==> src/rtl/vlb_pkg.sv <==
package vlb_pkg;
  // Modular add of two port numbers, both below n.
  function automatic int rot_add(int a, int b, int n);
    return (a + b) % n;
  endfunction

  // Modular subtract a - b of two port numbers, both below n.
  function automatic int rot_sub(int a, int b, int n);
    return (a + n - b) % n;
  endfunction
endpackage

==> src/rtl/vlb_slot_ctr.sv <==
module vlb_slot_ctr #(
  parameter int N = 4,
  localparam int PW = $clog2(N)
) (
  input  logic          clk,
  input  logic          rst_n,
  output logic [PW-1:0] slot
);
  localparam logic [PW-1:0] LAST = PW'(N - 1);

  always_ff @(posedge clk) begin
    if (!rst_n) slot <= '0;
    else if (slot == LAST) slot <= '0;
    else slot <= slot + 1'b1;
  end
endmodule

==> src/rtl/vlb_rot_xbar.sv <==
// Rotating permutation. FWD=1: dst[j] = src[(j - slot) mod N]
//                       FWD=0: dst[j] = src[(j + slot) mod N]
module vlb_rot_xbar #(
  parameter int N   = 4,
  parameter int BW  = 8,
  parameter bit FWD = 1'b1,
  localparam int PW = $clog2(N)
) (
  input  logic [N-1:0][BW-1:0] src,
  input  logic [PW-1:0]        slot,
  output logic [N-1:0][BW-1:0] dst
);
  import vlb_pkg::*;

  generate
    if (FWD) begin : g_fwd
      always_comb begin
        for (int j = 0; j < N; j++) begin
          dst[j] = src[PW'(rot_sub(j, int'(slot), N))];
        end
      end
    end else begin : g_rev
      always_comb begin
        for (int j = 0; j < N; j++) begin
          dst[j] = src[PW'(rot_add(j, int'(slot), N))];
        end
      end
    end
  endgenerate
endmodule

==> src/rtl/vlb_cell_fifo.sv <==
module vlb_cell_fifo #(
  parameter int W     = 8,
  parameter int DEPTH = 4,
  localparam int AW   = (DEPTH > 1) ? $clog2(DEPTH) : 1
) (
  input  logic         clk,
  input  logic         rst_n,
  input  logic         push,
  input  logic [W-1:0] push_data,
  input  logic         pop,
  output logic [W-1:0] head,
  output logic         empty,
  output logic         full
);
  localparam logic [AW-1:0] PTR_LAST = AW'(DEPTH - 1);
  localparam logic [AW:0]   CNT_MAX  = (AW + 1)'(DEPTH);

  logic [W-1:0]  mem [DEPTH];
  logic [AW-1:0] wr_ptr, rd_ptr;
  logic [AW:0]   count;
  logic          do_push, do_pop;

  assign empty   = (count == '0);
  assign full    = (count == CNT_MAX);
  assign do_push = push && !full;
  assign do_pop  = pop && !empty;
  assign head    = mem[rd_ptr];

  always_ff @(posedge clk) begin
    if (do_push) mem[wr_ptr] <= push_data;
  end

  always_ff @(posedge clk) begin
    if (!rst_n) begin
      wr_ptr <= '0;
      rd_ptr <= '0;
      count  <= '0;
    end else begin
      if (do_push) wr_ptr <= (wr_ptr == PTR_LAST) ? '0 : wr_ptr + 1'b1;
      if (do_pop)  rd_ptr <= (rd_ptr == PTR_LAST) ? '0 : rd_ptr + 1'b1;
      case ({do_push, do_pop})
        2'b10:   count <= count + 1'b1;
        2'b01:   count <= count - 1'b1;
        default: count <= count;
      endcase
    end
  end
endmodule

==> src/rtl/vlb_mid_port.sv <==
// Intermediate port: one FIFO per final output.
module vlb_mid_port #(
  parameter int N     = 4,
  parameter int W     = 8,
  parameter int DEPTH = 4,
  localparam int PW   = $clog2(N)
) (
  input  logic          clk,
  input  logic          rst_n,
  input  logic          push_valid,
  input  logic [PW-1:0] push_dest,
  input  logic [W-1:0]  push_data,
  output logic          accept,
  input  logic [PW-1:0] pop_sel,
  input  logic          pop_req,
  output logic          head_valid,
  output logic [W-1:0]  head_data,
  output logic [N-1:0]  full
);
  logic [N-1:0]        q_empty;
  logic [N-1:0][W-1:0] q_head;
  logic [N-1:0]        q_push, q_pop;

  assign accept = !full[push_dest];

  generate
    for (genvar q = 0; q < N; q++) begin : g_q
      assign q_push[q] = push_valid && accept && (push_dest == PW'(q));
      assign q_pop[q]  = pop_req && (pop_sel == PW'(q)) && !q_empty[q];

      vlb_cell_fifo #(.W(W), .DEPTH(DEPTH)) u_fifo (
        .clk       (clk),
        .rst_n     (rst_n),
        .push      (q_push[q]),
        .push_data (push_data),
        .pop       (q_pop[q]),
        .head      (q_head[q]),
        .empty     (q_empty[q]),
        .full      (full[q])
      );
    end
  endgenerate

  assign head_valid = !q_empty[pop_sel];
  assign head_data  = q_head[pop_sel];
endmodule

==> src/rtl/vlb_switch_core.sv <==
module vlb_switch_core #(
  parameter int N     = 4,
  parameter int W     = 8,
  parameter int DEPTH = 4,
  localparam int PW   = $clog2(N)
) (
  input  logic                  clk,
  input  logic                  rst_n,
  input  logic [N-1:0]          in_valid,
  output logic [N-1:0]          in_ready,
  input  logic [N-1:0][W-1:0]   in_data,
  input  logic [N-1:0][PW-1:0]  in_dest,
  output logic [N-1:0]          out_valid,
  input  logic [N-1:0]          out_ready,
  output logic [N-1:0][W-1:0]   out_data,
  output logic [PW-1:0]         slot,
  output logic [N*N-1:0]        q_full
);
  import vlb_pkg::*;

  localparam int S1W = 1 + PW + W;  // {valid, dest, data}
  localparam int S2W = 1 + W;       // {valid, data}

  logic [N-1:0][S1W-1:0] s1_src, s1_mid;
  logic [N-1:0][0:0]     acc_mid, acc_in;
  logic [N-1:0][0:0]     rdy_out, rdy_mid;
  logic [N-1:0][S2W-1:0] s2_mid, s2_out;
  logic [N-1:0][PW-1:0]  pop_sel;

  vlb_slot_ctr #(.N(N)) u_slot (
    .clk   (clk),
    .rst_n (rst_n),
    .slot  (slot)
  );

  always_comb begin
    for (int i = 0; i < N; i++) begin
      s1_src[i]  = {in_valid[i], in_dest[i], in_data[i]};
      in_ready[i] = acc_in[i][0];
      rdy_out[i] = out_ready[i];
      out_valid[i] = s2_out[i][S2W-1];
      out_data[i]  = s2_out[i][W-1:0];
    end
  end

  // Stage 1: input i -> intermediate (i + slot) mod N
  vlb_rot_xbar #(.N(N), .BW(S1W), .FWD(1'b1)) u_s1 (
    .src (s1_src),
    .slot(slot),
    .dst (s1_mid)
  );

  // Acceptance travels back to the input wired to each intermediate port
  vlb_rot_xbar #(.N(N), .BW(1), .FWD(1'b0)) u_s1_ack (
    .src (acc_mid),
    .slot(slot),
    .dst (acc_in)
  );

  // Output readiness travels back to the intermediate port wired to it
  vlb_rot_xbar #(.N(N), .BW(1), .FWD(1'b0)) u_s2_ack (
    .src (rdy_out),
    .slot(slot),
    .dst (rdy_mid)
  );

  generate
    for (genvar m = 0; m < N; m++) begin : g_mid
      logic          hv;
      logic [W-1:0]  hd;
      logic          acc;

      assign pop_sel[m] = PW'(rot_add(m, int'(slot), N));
      assign acc_mid[m] = acc;
      assign s2_mid[m]  = {hv, hd};

      vlb_mid_port #(.N(N), .W(W), .DEPTH(DEPTH)) u_mid (
        .clk        (clk),
        .rst_n      (rst_n),
        .push_valid (s1_mid[m][S1W-1]),
        .push_dest  (s1_mid[m][W +: PW]),
        .push_data  (s1_mid[m][W-1:0]),
        .accept     (acc),
        .pop_sel    (pop_sel[m]),
        .pop_req    (rdy_mid[m][0]),
        .head_valid (hv),
        .head_data  (hd),
        .full       (q_full[m*N +: N])
      );
    end
  endgenerate

  // Stage 2: intermediate m -> output (m + slot) mod N
  vlb_rot_xbar #(.N(N), .BW(S2W), .FWD(1'b1)) u_s2 (
    .src (s2_mid),
    .slot(slot),
    .dst (s2_out)
  );
endmodule

==> config.mk <==
export PLATFORM = sky130hd
export DESIGN_NAME = vlb_switch_core
export DESIGN_NICKNAME = d
export VERILOG_FILES = /design/src/rtl/vlb_pkg.sv /design/src/rtl/vlb_slot_ctr.sv /design/src/rtl/vlb_rot_xbar.sv /design/src/rtl/vlb_cell_fifo.sv /design/src/rtl/vlb_mid_port.sv /design/src/rtl/vlb_switch_core.sv
export SDC_FILE = /design/constraint.sdc
export NUM_CORES = 1
export LEC_CHECK = 0
export BUFFER_PORTS_ARGS = -buffer_cell sky130_fd_sc_hd__buf_4
export CORE_UTILIZATION = 62
export CTS_CLUSTER_SIZE = 40
export DETAILED_ROUTE_END_ITERATION = 10
export GPL_TIMING_DRIVEN = 0
export PLACE_DENSITY = 0.8
export SKIP_LAST_GASP = 1
export SLEW_MARGIN = 20
export SYNTH_ARGS = -nofsm -noshare
export SYNTH_HDL_FRONTEND = slang
export SYNTH_SLANG_ARGS = --single-unit
==> constraint.sdc <==
create_clock -name clk -period 4.75 [get_ports clk]
set_clock_uncertainty 0.2 [all_clocks]
set_input_delay 0.95 -clock clk [delete_from_list [all_inputs] [get_ports clk]]
set_output_delay 0.95 -clock clk [all_outputs]
set_load 0.02 [all_outputs]
==> results of run 1 <==
[routing by layer]
metal / part of all wire / vias to the layer above / wire length, um / GRT usage
met2: 0.48 / 839 / 34300 / 0.488
met5: 0 / - / 0 / 0
met4: 0.050 / 0 / 3580 / 0.158
met3: 0.10 / 155 / 7340 / 0.0764
li1: - / 6848 / - / -
met1: 0.37 / 8249 / 26400 / 0.401
[flip-flops by register name, indices dropped and copies added (netlist names), named ones only]
| register | flops |
|---|---|
| g_mid.u_mid.g_q.u_fifo.wr_ptr | 32 |
| u_slot.slot | 2 |
| g_mid.u_mid.g_q.u_fifo.rd_ptr | 32 |
| g_mid.u_mid.g_q.u_fifo.count | 48 |
| g_mid.u_mid.g_q.u_fifo.mem | 512 |
[cell families after synthesis]
kind of cell,after synthesis,synth area share
xor gates and xnor gates,32,0.00965
DFF,658,0.630
muxes,297,0.196
adders and majority gates,116,0.0541
and+or+nand+nor,332,0.0686
AOI/OAI and AO/OA,63,0.0146
buffers and inverters,187,0.0276
[metrics by stage]
stage / setup slack (ns) / utilization / setup TNS, ns
after global routing: 0.00609 / 0.719 / 0
after floorplan: 0.318 / - / 0
after global placement: -0.946 / 0.669 / -68.35
after CTS: 0.00656 / 0.718 / 0
after detailed placement: -1.00 / 0.669 / -85.78
final: 0.0615 / 0.719 / 0
[worst register-to-register path, delay by kind of cell (launching register included)]
family | cells | cell delay, ns
mux | 1 | 0.47
xor+xnor | 1 | 0.17
buf+inv | 7 | 0.91
simple gates | 2 | 1.01
compound gates | 1 | 0.17
fa+ha+maj | 3 | 1.00
flops | 1 | 0.36
[worst paths after layout]
| kind | end | slack (ns) | cells after the start | startpoint |
|---|---|---|---|---|
| max | in_ready[2] | 0.06 | 10 | u_slot.slot[0] |
| min | g_mid[2].u_mid.g_q[0].u_fifo.count[2] | 0.31 | 2 | g_mid[2].u_mid.g_q[0].u_fifo.count[2] |
| max reg2reg | g_mid[0].u_mid.g_q[0].u_fifo.count[2] | 0.39 | 15 | u_slot.slot[0] |
| min reg2reg | g_mid[2].u_mid.g_q[0].u_fifo.count[2] | 0.31 | 2 | g_mid[2].u_mid.g_q[0].u_fifo.count[2] |
[cells in the final DEF, fill, tap and decap left out, types with 12 or more instances in the layout]
master	n
edfxtp_1	512
mux4_2	213
dfxtp_1	144
buf_4	134
ha_1	100
inv_1	86
and2_1	82
nand2_1	68
mux2i_1	67
nor2b_1	63
clkbuf_16	63
clkbuf_1	62
or3_1	40
a21boi_0	31
xnor2_1	30
nor2_1	18
o21ai_0	18
or3b_2	16
fa_1	16
buf_1	15
mux2_2	15
buf_2	12
[where the power goes]
group | switching (mW) | leakage (nW) | internal [mW]
sequential | 0.155 | 5.81 | 6.70
clock | 2.13 | 1.00 | 2.91
combinational | 1.65 | 4.69 | 1.08
[cell type report]
class	instances	area [um2]
Clock buffer	91	1770
Tap cell	600	751
Fill cell	2742	12900
Buffer	98	538
Inverter	88	337
Multi-Input combinational cell	840	10000
Clock inverter	25	320
Sequential cell	658	18300
Antenna cell	1	2.50
Timing Repair Buffer	117	890
[repair_timing]
item,in CTS,in global routing
buffers inserted,7,3
resized for setup,37,5
setup endpoints to repair,308,13
pin swaps,0,0
hold buffers,0,0
==> results.sh, run 1 <==
export IMPL_grt_antenna_before_repair=3
export IMPL_grtUsageTotal=0.309
export IMPL_clock_sinks=658
export IMPL_max_stage_delay_ns=0.54
export IMPL_synth_sequential_area_ratio=0.630
export IMPL_vias_per_cell=6.39
export IMPL_core_area_mm2=0.0458
export IMPL_die_area_mm2=0.0477
export IMPL_drc=0
export IMPL_initialDrtViolationCount=1455
export IMPL_top_cells_by_count_synth="edfxtp_1, mux4_2, dfxtp_1"
export IMPL_syn2layout_area_growth_pct=13.3
export IMPL_mappedNetlistArea_mm2=0.0291
export IMPL_clkTransAtPathRegs_ns=0.07
export IMPL_stdcell_area_mm2=0.0329
export IMPL_cp_cell_sequence="buf_12, buf_12, buf_12, inv_4, ha_1, buf_6, mux4_2, mux4_2, mux4_2, buf_6"
export IMPL_number_of_buffers_inserted_during_clock_tree_synthesis=61
export IMPL_yosys_warnings=0
export IMPL_timing_max_slew_rel_slack=0.196
export IMPL_routabilityCongestion=0.881
export IMPL_rsz0062_at_grt="false"
export IMPL_drtPass1Iterations=7
export IMPL_cellPowerDensity_mw_per_mm2=445
export IMPL_transition_time_at_the_pin_with_the_least_slew_margin_ns=1.21
export IMPL_status="finished clean"
export IMPL_post_layout_total_power_mw=14.6
export IMPL_grt_pass1_vias=16300
export IMPL_start_util=0.635
export IMPL_min_delay_path_class="reg2reg"
export IMPL_worstSkewPairLatency_ns=0.64
export IMPL_via_count=16100
export IMPL_hold_viol=0
export IMPL_hold_worst_slack_ns=0.312
export IMPL_route_detailed_wl_per_inst_um=28.5
export IMPL_timing_max_cap_violations=0
export IMPL_netlist_area_leader_share=0.529
export IMPL_grt_first_pass_wirelength_mm=103
export IMPL_totalWireLength_mm=71.7
export IMPL_finalSetupViolations=0
export IMPL_achievable_frequency_mhz=213
export IMPL_critPathTopFamily="multiplexers"
export IMPL_timing_critical_path_to_type="primary output"
export IMPL_netlist_cell_type_count=44
export IMPL_leftover_overflow_at_the_end_of_global_routing=0
export IMPL_postSynthRegisterBits=658
export IMPL_cp_arrival_ns=3.54
export IMPL_ctsLongestPathBuffers=3
export IMPL_finish_cell_count_without_fillers=2518
export IMPL_antenna_left=0
export IMPL_placed_wire_length_estimate_mm=49.1
export IMPL_shortest_period_the_worst_path_allows_ns=4.69
export IMPL_post_synth_top_area_cell="edfxtp_1"
export IMPL_final_net_count=2030
export IMPL_critical_path_n_buffers_inverters=6
export IMPL_synthTopCellsByArea="edfxtp_1, mux4_2, dfxtp_1"
export IMPL_count_of_flip_flops_with_a_built_in_enable_after_synthesis=512
export IMPL_synthFlopType="edfxtp_1"
export IMPL_timing_worst_setup_path_type="reg2out"
export IMPL_power_leakage_nw=11.5
export IMPL_critical_path_startpoint_category="register"
export IMPL_critPathSlowestCell="mux4_2"
export IMPL_clock_tree_htree_level_count=2
export IMPL_chipHeight_um=218
export IMPL_fraction_of_layout_instances_using_a_drive_strength_above_1=0.264
export IMPL_vdd_ir_drop_worst_mv=0.318
export IMPL_cts_root_buffer_cell="clkbuf_16"
export IMPL_largest_net_degree_at_the_start_of_global_routing=17
export IMPL_ioPinCount=108
export IMPL_die_width_um=218
export IMPL_min_period_over_period=0.987
export IMPL_synth_async_sr_flop_share=0
export IMPL_placedInstanceArea_mm2=0.0306
export IMPL_dpl_cell_count=2391
export IMPL_critical_path_max_fanout=9
export IMPL_placement_io_buffers=106
export IMPL_post_synth_inst_count=1685
export IMPL_num_rows=78
export IMPL_clock_tree_from_tritoncts="built"
export IMPL_yosysMostFrequentCell="edfxtp_1"
export IMPL_syn_num_nets=1851
export IMPL_synth_avg_cell_area_um2=17.2
export IMPL_timing_max_transition_violations_final=0
export IMPL_cp_required_ns=3.60
No activity file was read; power rests on OpenSTA's default activity.
==> run 2, diff against run 1 <==
--- a/config.mk
+++ b/config.mk
@@ -6,11 +6,10 @@
 export NUM_CORES = 1
 export LEC_CHECK = 0
 export BUFFER_PORTS_ARGS = -buffer_cell sky130_fd_sc_hd__buf_4
-export CORE_UTILIZATION = 62
+export CORE_UTILIZATION = 56
 export CTS_CLUSTER_SIZE = 40
 export DETAILED_ROUTE_END_ITERATION = 10
-export GPL_TIMING_DRIVEN = 0
-export PLACE_DENSITY = 0.8
+export PLACE_DENSITY = 0.76
 export SKIP_LAST_GASP = 1
 export SLEW_MARGIN = 20
 export SYNTH_ARGS = -nofsm -noshare
==> constraint.sdc (replaced) <==
create_clock -name clk -period 3.95 [get_ports clk]
set_clock_uncertainty 0.2 [all_clocks]
set_input_delay 0.79 -clock clk [delete_from_list [all_inputs] [get_ports clk]]
set_output_delay 0.79 -clock clk [all_outputs]
set_load 0.02 [all_outputs]
==> results.sh, run 2 (synthesis results as in run 1) <==
export IMPL_vdd_ir_drop_worst_mv=0.313
export IMPL_num_rows=83
export IMPL_totalWireLength_mm=65.4
export IMPL_clock_power_share=0.363
export IMPL_cts_root_buffer_cell="clkbuf_16"
export IMPL_min_period_over_period=1.04
export IMPL_vias_per_cell=6.05
export IMPL_core_area_mm2=0.0513
export IMPL_post_layout_total_power_mw=17.9
export IMPL_placement_io_buffers=107
export IMPL_route_detailed_wl_per_inst_um=25.7
export IMPL_finalSetupViolations=4
export IMPL_internal_power_mw=13.2
export IMPL_achievable_frequency_mhz=243
export IMPL_die_area_mm2=0.0528
export IMPL_mostFrequentLayoutCells="edfxtp_1, mux4_2, buf_4"
export IMPL_rsz0062_at_grt="true"
export IMPL_layout_utilization=0.642
export IMPL_setup_tns_ns=-0.311
export IMPL_clock_tree_from_tritoncts="built"
export IMPL_power_frac_seq=0.463
export IMPL_global_route_usage_met3=0.0554
export IMPL_timing_critical_path_from="u_slot.slot[0]"
export IMPL_clock_sinks=658
export IMPL_drc=0
export IMPL_regToRegStartpoint="u_slot.slot[0]"
export IMPL_cts_hold_repair_buffers=0
export IMPL_max_flop_register="g_mid.u_mid.g_q.u_fifo.mem"
export IMPL_die_width_um=230
export IMPL_ctsLongestPathBuffers=3
export IMPL_drtPass1Iterations=5
export IMPL_routabilityCongestion=0.827
export IMPL_worstSkewPairLatency_ns=0.61
export IMPL_largestRegisters="g_mid.u_mid.g_q.u_fifo.mem x512, g_mid.u_mid.g_q.u_fifo.count x48"
export IMPL_status="finished with violations"
export IMPL_timing_max_transition_violations_final=0
export IMPL_hold_worst_slack_ns=0.304
export IMPL_p_sw_frac=0.263
export IMPL_violations="setup timing"
export IMPL_preCtsSetupSlack_ns=0.163
export IMPL_logic_gate_share_of_total_power=0.175
export IMPL_leftover_overflow_at_the_end_of_global_routing=0
export IMPL_hold_path_depth=2
export IMPL_via_count=15400
export IMPL_grt_first_pass_wirelength_mm=98.0
export IMPL_largest_reg_flops=512
export IMPL_stdcell_area_mm2=0.0329
export IMPL_clock_tree_htree_level_count=3
export IMPL_dpl_cell_count=2413
export IMPL_grt_antenna_before_repair=5
export IMPL_min_delay_path_class="reg2reg"
export IMPL_layout_setup_ws_ns=-0.160
export IMPL_timing_max_slew_rel_slack=0.497
export IMPL_grt_pass1_vias=15700
export IMPL_critical_path_startpoint_category="register"
export IMPL_placedInstanceArea_mm2=0.0306
export IMPL_shortest_period_the_worst_path_allows_ns=4.11
export IMPL_transition_time_at_the_pin_with_the_least_slew_margin_ns=0.754
export IMPL_clkTransAtPathRegs_ns=0.06
export IMPL_grtUsageMet2=0.413
export IMPL_timing_critical_path_to_type="primary output"
export IMPL_final_net_count=1974
export IMPL_switchingPower_mw=4.71
export IMPL_finish_cell_count_without_fillers=2543
export IMPL_timing_worst_setup_path_type="reg2out"
export IMPL_ioPinCount=108
export IMPL_fraction_of_layout_instances_using_a_drive_strength_above_1=0.281
export IMPL_timing_max_cap_violations=0
export IMPL_largest_net_degree_at_the_start_of_global_routing=64
export IMPL_hold_viol=0
export IMPL_critical_path_max_fanout=5
export IMPL_power_leakage_nw=11.5
export IMPL_number_of_buffers_inserted_during_clock_tree_synthesis=67
export IMPL_cellPowerDensity_mw_per_mm2=544
export IMPL_grt_busiest_layer="met2"
export IMPL_initialDrtViolationCount=1250
export IMPL_syn2layout_area_growth_pct=13.4
export IMPL_cp_arrival_ns=3.12
export IMPL_antenna_left=0
export IMPL_chipHeight_um=230
export IMPL_end_of_the_worst_register_to_register_path="g_mid[1].u_mid.g_q[1].u_fifo.count[2]"
export IMPL_worst_r2r_path_depth=10
export IMPL_grtUsageTotal=0.255
export IMPL_global_route_usage_met1=0.342
export IMPL_cp_required_ns=2.96
export IMPL_start_util=0.566
export IMPL_setup_worst_path_end="in_ready[2]"
export IMPL_most_frequent_standard_cell_in_the_layout_excluding_fill_and_tap_cells="edfxtp_1"
export IMPL_placed_wire_length_estimate_mm=45.6
export IMPL_reg2reg_slack_ns=0.36
run 2: per-layer routing:
layer  part of all wire  up-vias  routed length, um
met5                  0        -                  0
li1                   -     6726                  -
met1               0.40     7952              25900
met4              0.035        0               2320
met3              0.079      119               5200
met2               0.49      599              32000
run 2: area by class of cell:
type	instances	area, um2
fill	3506	18400
sequential	658	18300
multi-input combinational	840	10000
clock buffer	86	1830
timing repair buffer	153	1170
tap	680	851
clock inverter	36	435
inverter	88	333
antenna	2	5.00
run 2: worst min-delay path by stage:
stage	startpoint	to	slack [ns]
floorplan	g_mid[3].u_mid.g_q[3].u_fifo.rd_ptr[0]	register	0.26
global placement	g_mid[1].u_mid.g_q[2].u_fifo.count[2]	g_mid[1].u_mid.g_q[2].u_fifo.count[2]	0.28
detailed placement	g_mid[2].u_mid.g_q[3].u_fifo.count[2]	g_mid[2].u_mid.g_q[3].u_fifo.count[2]	0.30
CTS	g_mid[2].u_mid.g_q[3].u_fifo.count[2]	g_mid[2].u_mid.g_q[3].u_fifo.count[2]	0.31
global route	g_mid[3].u_mid.g_q[1].u_fifo.rd_ptr[0]	register	0.34
finish	g_mid[3].u_mid.g_q[1].u_fifo.rd_ptr[0]	register	0.30
run 2: critical path, cell delays in order (launching register included):
cell	delay [ns]
dfxtp_4	0.37
inv_4	0.04
ha_4	0.32
mux4_2	0.57
mux4_2	0.49
mux4_2	0.55
buf_6	0.16
run 2: what timing repair did:
item,4_1_cts,5_1_grt
buffers inserted,6,0
endpoints found under the setup margin,28,25
pin swaps,2,1
resized for setup,15,3
run 2: power by group through the flow:
| stage | Clock, mW | Combinational (mW) | Sequential [mW] |
|---|---|---|---|
| 4_1_cts | 6.58 | 3.13 | 8.29 |
| 3_5_place_dp | 0 | 3.08 | 8.43 |
| 2_1_floorplan | 0 | 1.97 | 8.32 |
| 5_1_grt | 6.85 | 3.32 | 8.33 |
| 3_3_place_gp | 0 | 3.00 | 8.40 |
| 6_report | 6.49 | 3.13 | 8.28 |
